===== config.mk =====
export PLATFORM = sky130hd
export DESIGN_NAME = list_irq_hub
export DESIGN_NICKNAME = d
export VERILOG_FILES = /design/src/rtl/irq_hub_pkg.sv /design/src/rtl/irq_flag_bank.sv /design/src/rtl/irq_ctrl_bank.sv /design/src/rtl/irq_period_timer.sv /design/src/rtl/irq_trig_mux.sv /design/src/rtl/list_irq_hub.sv
export SDC_FILE = /design/constraint.sdc
export NUM_CORES = 1
export LEC_CHECK = 0
export ABC_CLOCK_PERIOD_IN_PS = 2900
export BUFFER_PORTS_ARGS = -buffer_cell sky130_fd_sc_hd__buf_4
export CAP_MARGIN = 25
export CORE_MARGIN = 2
export CORE_UTILIZATION = 57
export CTS_CLUSTER_DIAMETER = 80
export DETAILED_ROUTE_END_ITERATION = 10
export HOLD_SLACK_MARGIN = 0.06
export PLACE_DENSITY = 0.81
export SLEW_MARGIN = 10
export SYNTH_ARGS = -nofsm -noshare
export SYNTH_HDL_FRONTEND = slang
export SYNTH_SLANG_ARGS = --single-unit
export TNS_END_PERCENT = 20

===== constraint.sdc =====
create_clock -name clk -period 2.9 [get_ports clk]
set_input_delay 0.435 -clock clk [delete_from_list [all_inputs] [get_ports clk]]
set_output_delay 0.435 -clock clk [all_outputs]
set_load 0.02 [all_outputs]

===== src/rtl/irq_hub_pkg.sv =====
package irq_hub_pkg;
    localparam int unsigned DATA_W   = 16;
    localparam int unsigned EN_BIT   = 15;
    localparam int unsigned SRC_W    = 5;
    localparam int unsigned NUM_SRC  = 1 << SRC_W;
    localparam int unsigned TMR_SRC  = 7;
    localparam int unsigned PERIOD_W = 16;
endpackage


===== src/rtl/irq_flag_bank.sv =====
module irq_flag_bank #(
    parameter int NUM_LISTS = 4
) (
    input  logic                 clk,
    input  logic                 rst_n,
    input  logic [NUM_LISTS-1:0] set_i,
    input  logic [NUM_LISTS-1:0] clr_i,
    output logic [NUM_LISTS-1:0] flags_o,
    output logic                 irq_o
);
    typedef struct packed {
        logic [NUM_LISTS-1:0] flags;
    } flag_state_t;

    flag_state_t state_d, state_q;

    always_comb begin
        state_d       = state_q;
        // hardware set has priority over a software clear
        state_d.flags = (state_q.flags & ~clr_i) | set_i;
    end

    always_ff @(posedge clk or negedge rst_n) begin
        if (!rst_n) state_q <= '0;
        else        state_q <= state_d;
    end

    assign flags_o = state_q.flags;
    assign irq_o   = |state_q.flags;


    irq_rise_chk: assert property (@(posedge clk) disable iff (!rst_n)
        (|set_i) |=> irq_o);

    for (genvar i = 0; i < NUM_LISTS; i++) begin : g_chk

        flag_set_chk: assert property (@(posedge clk) disable iff (!rst_n)
            set_i[i] |=> flags_o[i]);

        flag_hold_chk: assert property (@(posedge clk) disable iff (!rst_n)
            (flags_o[i] && !clr_i[i]) |=> flags_o[i]);

        flag_clr_chk: assert property (@(posedge clk) disable iff (!rst_n)
            (clr_i[i] && !set_i[i]) |=> !flags_o[i]);
    end
endmodule


===== src/rtl/irq_ctrl_bank.sv =====
module irq_ctrl_bank
    import irq_hub_pkg::*;
#(
    parameter int NUM_LISTS = 4
) (
    input  logic                            clk,
    input  logic                            rst_n,
    input  logic [NUM_LISTS-1:0]            wr_list_i,
    input  logic                            wr_cmn_i,
    input  logic                            wen_bit_i,
    input  logic [SRC_W-1:0]                wsel_i,
    input  logic [NUM_LISTS-1:0]            wmask_i,
    output logic [NUM_LISTS-1:0]            en_o,
    output logic [NUM_LISTS-1:0][SRC_W-1:0] sel_o
);
    typedef struct packed {
        logic [NUM_LISTS-1:0]            en;
        logic [NUM_LISTS-1:0][SRC_W-1:0] sel;
    } ctrl_state_t;

    ctrl_state_t state_d, state_q;

    always_comb begin
        state_d = state_q;
        for (int i = 0; i < NUM_LISTS; i++) begin
            if (wr_list_i[i]) begin
                state_d.en[i]  = wen_bit_i;
                state_d.sel[i] = wsel_i;
            end
        end
        if (wr_cmn_i) state_d.en = wmask_i;
    end

    always_ff @(posedge clk or negedge rst_n) begin
        if (!rst_n) state_q <= '0;
        else        state_q <= state_d;
    end

    assign en_o  = state_q.en;
    assign sel_o = state_q.sel;


    cmn_en_chk: assert property (@(posedge clk) disable iff (!rst_n)
        wr_cmn_i |=> (en_o == $past(wmask_i)));

    cmn_sel_keep_chk: assert property (@(posedge clk) disable iff (!rst_n)
        (wr_cmn_i && wr_list_i == '0) |=> $stable(sel_o));

    for (genvar i = 0; i < NUM_LISTS; i++) begin : g_chk

        list_en_chk: assert property (@(posedge clk) disable iff (!rst_n)
            (wr_list_i[i] && !wr_cmn_i) |=> (en_o[i] == $past(wen_bit_i)));
    end
endmodule


===== src/rtl/irq_period_timer.sv =====
module irq_period_timer
    import irq_hub_pkg::*;
(
    input  logic                clk,
    input  logic                rst_n,
    input  logic                wr_i,
    input  logic [PERIOD_W-1:0] wdata_i,
    output logic [PERIOD_W-1:0] period_o,
    output logic                tick_o
);
    typedef struct packed {
        logic [PERIOD_W-1:0] period;
        logic [PERIOD_W-1:0] count;
    } tmr_state_t;

    tmr_state_t state_d, state_q;
    logic       at_end;

    assign at_end = (state_q.period != '0) && (state_q.count >= state_q.period);

    always_comb begin
        state_d = state_q;
        if (wr_i) state_d.period = wdata_i;
        if (state_q.period == '0 || at_end) state_d.count = '0;
        else                                state_d.count = state_q.count + 1'b1;
    end

    always_ff @(posedge clk or negedge rst_n) begin
        if (!rst_n) state_q <= '0;
        else        state_q <= state_d;
    end

    assign tick_o   = at_end;
    assign period_o = state_q.period;


    tick_single_chk: assert property (@(posedge clk) disable iff (!rst_n)
        tick_o |=> !tick_o);

    tick_wrap_chk: assert property (@(posedge clk) disable iff (!rst_n)
        tick_o |=> (state_q.count == '0));
endmodule


===== src/rtl/irq_trig_mux.sv =====
module irq_trig_mux
    import irq_hub_pkg::*;
#(
    parameter int NUM_LISTS = 4
) (
    input  logic [NUM_SRC-1:0]              src_i,
    input  logic                            tick_i,
    input  logic [NUM_LISTS-1:0]            en_i,
    input  logic [NUM_LISTS-1:0][SRC_W-1:0] sel_i,
    output logic [NUM_LISTS-1:0]            trig_o
);
    logic [NUM_SRC-1:0] src_vec;

    always_comb begin
        src_vec          = src_i;
        src_vec[TMR_SRC] = tick_i;
    end

    for (genvar i = 0; i < NUM_LISTS; i++) begin : g_list
        assign trig_o[i] = en_i[i] & src_vec[sel_i[i]];
    end
endmodule


===== src/rtl/list_irq_hub.sv =====
module list_irq_hub
    import irq_hub_pkg::*;
#(
    parameter  int NUM_LISTS = 4,
    localparam int ADDR_W    = $clog2(2 * NUM_LISTS + 3)
) (
    input  logic                 clk,
    input  logic                 rst_n,
    input  logic                 wr_en_i,
    input  logic [ADDR_W-1:0]    addr_i,
    input  logic [DATA_W-1:0]    wdata_i,
    output logic [DATA_W-1:0]    rdata_o,
    input  logic [NUM_LISTS-1:0] list_irq_i,
    input  logic [NUM_SRC-1:0]   trig_src_i,
    output logic [NUM_LISTS-1:0] list_trig_o,
    output logic                 irq_o
);
    localparam logic [ADDR_W-1:0] A_CMN_EN   = ADDR_W'(2 * NUM_LISTS);
    localparam logic [ADDR_W-1:0] A_CMN_FLAG = ADDR_W'(2 * NUM_LISTS + 1);
    localparam logic [ADDR_W-1:0] A_PERIOD   = ADDR_W'(2 * NUM_LISTS + 2);

    logic [NUM_LISTS-1:0]            wr_list, clr_vec, flags, en;
    logic [NUM_LISTS-1:0][SRC_W-1:0] sel;
    logic                            wr_cmn_en, wr_period, tick;
    logic [PERIOD_W-1:0]             period;

    // write decode: list view and common view both feed the same storage
    always_comb begin
        wr_list = '0;
        clr_vec = '0;
        for (int i = 0; i < NUM_LISTS; i++) begin
            if (wr_en_i && addr_i == ADDR_W'(i))             wr_list[i] = 1'b1;
            if (wr_en_i && addr_i == ADDR_W'(NUM_LISTS + i)) clr_vec[i] = wdata_i[0];
            if (wr_en_i && addr_i == A_CMN_FLAG)             clr_vec[i] = clr_vec[i] | wdata_i[i];
        end
    end

    assign wr_cmn_en = wr_en_i && (addr_i == A_CMN_EN);
    assign wr_period = wr_en_i && (addr_i == A_PERIOD);

    irq_flag_bank #(.NUM_LISTS(NUM_LISTS)) u_flags (
        .clk     (clk),
        .rst_n   (rst_n),
        .set_i   (list_irq_i),
        .clr_i   (clr_vec),
        .flags_o (flags),
        .irq_o   (irq_o)
    );

    irq_ctrl_bank #(.NUM_LISTS(NUM_LISTS)) u_ctrl (
        .clk       (clk),
        .rst_n     (rst_n),
        .wr_list_i (wr_list),
        .wr_cmn_i  (wr_cmn_en),
        .wen_bit_i (wdata_i[EN_BIT]),
        .wsel_i    (wdata_i[SRC_W-1:0]),
        .wmask_i   (wdata_i[NUM_LISTS-1:0]),
        .en_o      (en),
        .sel_o     (sel)
    );

    irq_period_timer u_tmr (
        .clk      (clk),
        .rst_n    (rst_n),
        .wr_i     (wr_period),
        .wdata_i  (wdata_i[PERIOD_W-1:0]),
        .period_o (period),
        .tick_o   (tick)
    );

    irq_trig_mux #(.NUM_LISTS(NUM_LISTS)) u_mux (
        .src_i  (trig_src_i),
        .tick_i (tick),
        .en_i   (en),
        .sel_i  (sel),
        .trig_o (list_trig_o)
    );

    // read mux
    always_comb begin
        rdata_o = '0;
        for (int i = 0; i < NUM_LISTS; i++) begin
            if (addr_i == ADDR_W'(i)) begin
                rdata_o[EN_BIT]      = en[i];
                rdata_o[SRC_W-1:0]   = sel[i];
            end
            if (addr_i == ADDR_W'(NUM_LISTS + i)) rdata_o[0] = flags[i];
        end
        if (addr_i == A_CMN_EN)   rdata_o[NUM_LISTS-1:0] = en;
        if (addr_i == A_CMN_FLAG) rdata_o[NUM_LISTS-1:0] = flags;
        if (addr_i == A_PERIOD)   rdata_o[PERIOD_W-1:0]  = period;
    end


    irq_low_chk: assert property (@(posedge clk) disable iff (!rst_n)
        (!irq_o && list_irq_i == '0) |=> !irq_o);

    unmapped_chk: assert property (@(posedge clk) disable iff (!rst_n)
        (wr_en_i && addr_i > A_PERIOD) |=> ($stable(flags) || $past(list_irq_i) != '0));

    for (genvar i = 0; i < NUM_LISTS; i++) begin : g_chk

        gate_chk: assert property (@(posedge clk) disable iff (!rst_n)
            list_trig_o[i] |-> en[i]);
    end
endmodule


==> impl_metrics.yaml, run 1 <==
logic_synthesis:
  synth_top_cells_by_count: "60 x dfrtp_1, 39 x mux4_2, 32 x mux2_2"
  seq_area_frac_synth_pct: 32.7
  syn_area_mm2: 0.00459
  yosys-top-cells-area: "dfrtp_1 33%, mux4_2 19%, mux2_2 7.9%, ha_1 4.6%, mux2i_1 3.3%"
  syn_area_per_cell_um2: 11.2
  yosys_most_used_dff: "dfrtp_1"
  synthCells: 410
  yosysWarnings: 0
  syn-num-nets: 486
  synth-edff-count: 0
  yosys.area.top_type: "dfrtp_1"
  ys_types: 49
  synth.ff_latch_count: 60
  async_flop_share_pct: 100
  synth_most_common_cell: "dfrtp_1"
  synth_top_area_share_pct: 32.7
critical_path:
  start_kind: "flop"
  crit_type: "reg2out"
  end_kind: "output port"
  cp.arrival_ns: 2.52
  cpMaxStageDelayCell: "or4_4"
  crit_fanout: 5
  critPathMaxStageDelay_ns: 0.53
  path_cells: "ha_4, nand4_1, or4_4, a221oi_4, nor4_1, o21ai_1, buf_4"
  cp.required_ns: 2.47
timing:
  min_period_ns: 2.96
  setup_slack_ns: -0.0593
  max_freq_mhz: 338
  hold_violations: 0
  setup_viol: 4
  drv_slew: 0
  hold_slack_ns: 0.139
  skew_ns: 0.0150
  rsz0062_at_grt: "true"
  maxSlewHeadroom_pct: 47.8
  worst_pin_slew_ns: 0.782
  post-route-period-util_pct: 102
  setup_tns_ns: -0.142
global_routing:
  grt-ovfl-total: 0
  grt_max_degree: 61
  track_usage_pct: 31.5
  grt_pass1_wl_mm: 21.0
  grt_pass1_vias: 4138
  antenna_found_initial: 0
routing:
  viasPerCell: 6.52
  dr.pass1.iters: 5
  drt-total-wl_mm: 13.0
  drc_errors: 0
  ant_nets: 0
  drt-wirelength-per-cell_um: 21.3
  dr_total_vias: 3966
  drtIter0Drc: 284
cells_and_area:
  n_antenna_cell: 0
  multi_input_area_mm2: 0.00292
  drive_gt1_share_pct: 40.5
  areaGrowthSynthToFinish_pct: 23.5
  stdcell_count: 608
  final_core_util_pct: 72.9
  fillers: 543
  seq_area_mm2: 0.00150
  fin_nets: 577
floorplan:
  initial_core_util_pct: 59.0
  die_area_mm2: 0.00878
  die_w_um: 93.7
  num_rows: 32
  die_height_um: 93.7
  core_area_mm2: 0.00777
  io_pins: 80
clock_tree:
  cts_sinks: 60
  htree_levels: 3
  root_buffer: "clkbuf_8"
  path_clk_slew_ns: 0.08
  cts_buffer_depth: 2
  hold_buffers: 0
  numCtsBuffers: 9
  cts_tree: "done"
  insertion_delay_ns: 0.35
hold_path:
  hold_path_class: "in2async"
pwr:
  peakVddDrop_v: 0.000471
  power.density_mw_per_mm2: 646
  p_leak_nw: 2.51
  p_total_mw: 3.66
run_status:
  violations: "negative setup slack"
  status: "finished, violations left"
placed_design:
  place.gp.congestion: 0.862
  port-buffer-count: 78
  dp_cells: 576
  dpl.hpwl_mm: 9.11
run:
  max_cap_viol_count: 0
## metal layers
metal  track usage (%)  share of wire, %
met1              40.0                38
met2              51.9                52
met3              7.62               7.6
met4              13.0               3.0
met5                 0                 0
## cells in the final DEF (no fill, tap or decap), drive strengths merged, types with 7 or more instances in the layout
master  count
a21o        7
nand2      26
nand2b     10
xor2        8
buf       101
dfrtp      60
nor4        8
and2       10
o21ai      21
mux4       39
mux2i      15
clkbuf      9
nand3      11
inv        22
ha         17
mux2       32
nor2       33
nor2b       9
nand4       8
## report_power, final
part           leakage [nW]  total, mW  switching [mW]  internal, mW
Combinational          1.64       1.29           0.569         0.725
Sequential            0.737       1.34           0.326          1.01
Clock                 0.134       1.03           0.364         0.663
Total                  2.51       3.66            1.26          2.40
## critical path, delay by kind of cell (launching register included)
| kind | cells | cell delay [ns] |
|---|---|---|
| buf+inv | 1 | 0.17 |
| simple gates | 3 | 0.79 |
| compound gates | 2 | 0.47 |
| flops | 1 | 0.44 |
| fa+ha+maj | 1 | 0.29 |
## metrics by stage
stage / cell area [um2] / setup slack [ns]
2_1_floorplan: 4590 / 0.264
3_3_place_gp: 5250 / 0.256
3_5_place_dp: 5250 / 0.170
4_1_cts: 5630 / 0.00402
5_1_grt: 5670 / -0.166
6_report: 5670 / -0.0593
## final timing paths
| kind | start | slack, ns | to | cells past startpoint |
|---|---|---|---|---|
| setup reg to reg | u_tmr.period_o[13] | 0.34 | u_tmr.state_q[6] | 8 |
| setup / recovery | u_tmr.state_q[11] | -0.06 | list_trig_o[2] | 7 |
| min in group clk | list_irq_i[0] | 0.26 | u_flags.flags_o[0] | 2 |
| hold reg to reg | u_tmr.state_q[0] | 0.54 | u_tmr.state_q[0] | 1 |
| hold / removal | rst_n | 0.14 | u_tmr.period_o[14] | 1 |
| max in group asynchronous | rst_n | 2.21 | u_tmr.state_q[7] | 1 |
## logic make-up after synthesis
kind of cell	after synthesis	share of synthesized area, %
and+or+nand+nor	133	16.7
muxes	86	30.3
DFF	60	32.7
AOI/OAI and AO/OA	58	8.73
buffers and inverters	42	4.23
adders and majority gates	17	4.64
xor gates and xnor gates	14	2.67
## repair_timing
action                     4_1_cts  5_1_grt
buffers inserted                12        4
pin swaps                        4        4
gates resized for setup          6        2
setup endpoints to repair        4        4
## registers in the layout, summed over array words and instances (netlist names)
name / flops
u_tmr.period_o: 16
u_flags.flags_o: 4
u_ctrl.en_o: 4
u_tmr.state_q: 16
u_ctrl.sel_o: 20
## cell type report
| class | count | area share [%] |
|---|---|---|
| Tap cell | 102 | 2.25 |
| Sequential cell | 60 | 26.5 |
| Timing Repair Buffer | 101 | 13.6 |
| Clock inverter | 7 | 2.58 |
| Multi-Input combinational cell | 308 | 51.5 |
| Inverter | 21 | 1.39 |
| Clock buffer | 9 | 2.19 |
Note: power is estimated with default switching activity, not from simulation.
==> inputs of run 2 (changes only) <==
CELL_PAD_IN_SITES_DETAIL_PLACEMENT = 1   (was unset)
CELL_PAD_IN_SITES_GLOBAL_PLACEMENT = 1   (was unset)
CORE_UTILIZATION = 45   (was 57)
PLACE_DENSITY = unset   (was 0.81)
PLACE_DENSITY_LB_ADDON = 0.1   (was unset)
SETUP_SLACK_MARGIN = 0.3   (was unset)
SKIP_CTS_REPAIR_TIMING = 1   (was unset)
==> run 2 against run 1 <==
  * Worst hold slack improved by 0.034 ns
  * Setup slack improved by 0.0011 ns
  * Count of clock-buffer cells in the layout increased by 2
  * Sequential power about the same
  * Non-clock buffer count decreased by 11
  * Clock power decreased by 34%
  * Design area decreased by 1.9%
  * The run still ends with negative setup slack left
  * Total power decreased by 9.8%
  * Clock skew decreased by 0.0038 ns
  * Routed wire length increased by 3.7%
==> impl_metrics.yaml, run 2 (same netlist as run 1, synthesis figures left out) <==
critical_path:
  crit_type: "reg2out"
  r2r-end: "u_tmr.state_q[4]"
  r2r_cells: 8
  cp.arrival_ns: 2.52
  reg2reg_from: "u_tmr.period_o[13]"
  start_kind: "flop"
  cp.required_ns: 2.47
  end_kind: "output port"
  r2r_slack_ns: 0.53
  crit_fanout: 5
  crit_start: "u_tmr.state_q[11]"
  critPathCapture: "list_trig_o[3]"
cells_and_area:
  n_antenna_cell: 0
  final_common_cell: "buf_4"
  largest_reg_flops: 20
  fillers: 1090
  fin_nets: 566
  stdcell_area_mm2: 0.00556
  areaGrowthSynthToFinish_pct: 21.2
  final_cell_mix: "88 x buf_4, 57 x dfrtp_1, 39 x mux4_2, 32 x mux2_2, 25 x nand2_1"
  stdcell_count: 628
  drive_gt1_share_pct: 40.4
timing:
  max_freq_mhz: 338
  setup_viol: 4
  min_period_ns: 2.96
  worst_pin_slew_ns: 0.799
  drv_slew: 0
  skew_ns: 0.0112
  maxSlewHeadroom_pct: 46.7
  post-route-period-util_pct: 102
  rsz0062_at_grt: "true"
  setup_slack_ns: -0.0582
  hold_violations: 0
run_status:
  violations: "negative setup slack"
  status: "finished, violations left"
global_routing:
  grtUsageMet3_pct: 6.55
  grt_pass1_vias: 3963
  grt-ovfl-total: 0
  grt_max_degree: 61
  track_usage_pct: 25.6
  use_met1_pct: 35.7
  gr-max-usage-layer: "met2"
  grt_pass1_wl_mm: 21.7
  antenna_found_initial: 0
  met2_usage_pct: 39.7
floorplan:
  io_pins: 80
  die_height_um: 105
  die_area_mm2: 0.0110
  initial_core_util_pct: 46.7
  num_rows: 36
  die_w_um: 105
  core_area_mm2: 0.00982
routing:
  dr_total_vias: 3749
  viasPerCell: 5.97
  drt-total-wl_mm: 13.4
  drt-wirelength-per-cell_um: 21.4
  dr.pass1.iters: 4
  drtIter0Drc: 184
  ant_nets: 0
  drc_errors: 0
pwr:
  peakVddDrop_v: 0.000267
  p_leak_nw: 2.41
  power.density_mw_per_mm2: 594
clock_tree:
  cts_buffer_depth: 2
  path_clk_slew_ns: 0.07
  htree_levels: 3
  cts_tree: "done"
  insertion_delay_ns: 0.35
  root_buffer: "clkbuf_8"
  cts_sinks: 60
  numCtsBuffers: 9
placed_design:
  dpl.hpwl_mm: 9.88
  place.gp.congestion: 0.873
  dp_cells: 608
  port-buffer-count: 78
  dpl-instance-area_mm2: 0.00530
run:
  max_cap_viol_count: 0
hold_path:
  hold_path_class: "in2async"
-- run 2: metal layers --
layer,wire length (um),vias to the layer above
met5,0,-
li1,-,1710
met4,235,0
met3,882,19
met2,6320,137
met1,6000,1883
-- run 2: per-stage QoR --
stage               util (%)  setup TNS, ns  hold WS [ns]  power, mW  worst slack, ns
finish                  56.6         -0.177         0.172       3.30          -0.0582
global route            56.6         -0.626         0.233       3.52           -0.170
CTS                     55.6         -0.947         0.201       3.28           -0.283
detailed placement      53.9              0         0.506       2.59            0.131
global placement        53.9              0         0.502       2.54            0.157
floorplan                  -              0         0.139       2.12            0.264
-- run 2: critical path, cell delays in order, from the launching register on --
cell and delay (ns):
dfrtp_1 0.44, ha_4 0.30, nand4_1 0.13, or4_4 0.53, a221oi_4 0.20, buf_6 0.16
nor4_1 0.05, o21ai_1 0.18, buf_4 0.17
-- run 2: worst min path at each step --
stage / startpoint / endpoint / slack, ns / depth (start not counted)
6_report: rst_n / u_ctrl.sel_o[11] / 0.17 / 1
5_1_grt: rst_n / u_ctrl.sel_o[11] / 0.23 / 1
4_1_cts: rst_n / u_tmr.period_o[10] / 0.20 / 1
3_5_place_dp: u_tmr.state_q[0] / u_tmr.state_q[0] / 0.51 / 1
3_3_place_gp: u_tmr.state_q[0] / u_tmr.state_q[0] / 0.50 / 1
2_1_floorplan: rst_n / u_ctrl.en_o[0] / 0.14 / 0
-- run 2: layout make-up --
type                       instances  area [um2]  share of cell area [%]
timing repair buffer              90         692                    12.4
inverter                          21        78.8                    1.42
multi-input combinational        308        2950                    53.0
tap                              133         166                    2.99
clock buffer                      11         141                    2.54
sequential                        60        1510                    27.1
clock inverter                     5        27.5                   0.495
-- run 2: power breakdown --
group | internal (mW) | switching [mW]
combinational | 0.703 | 0.562
clock | 0.327 | 0.350
sequential | 1.01 | 0.345
total | 2.04 | 1.26
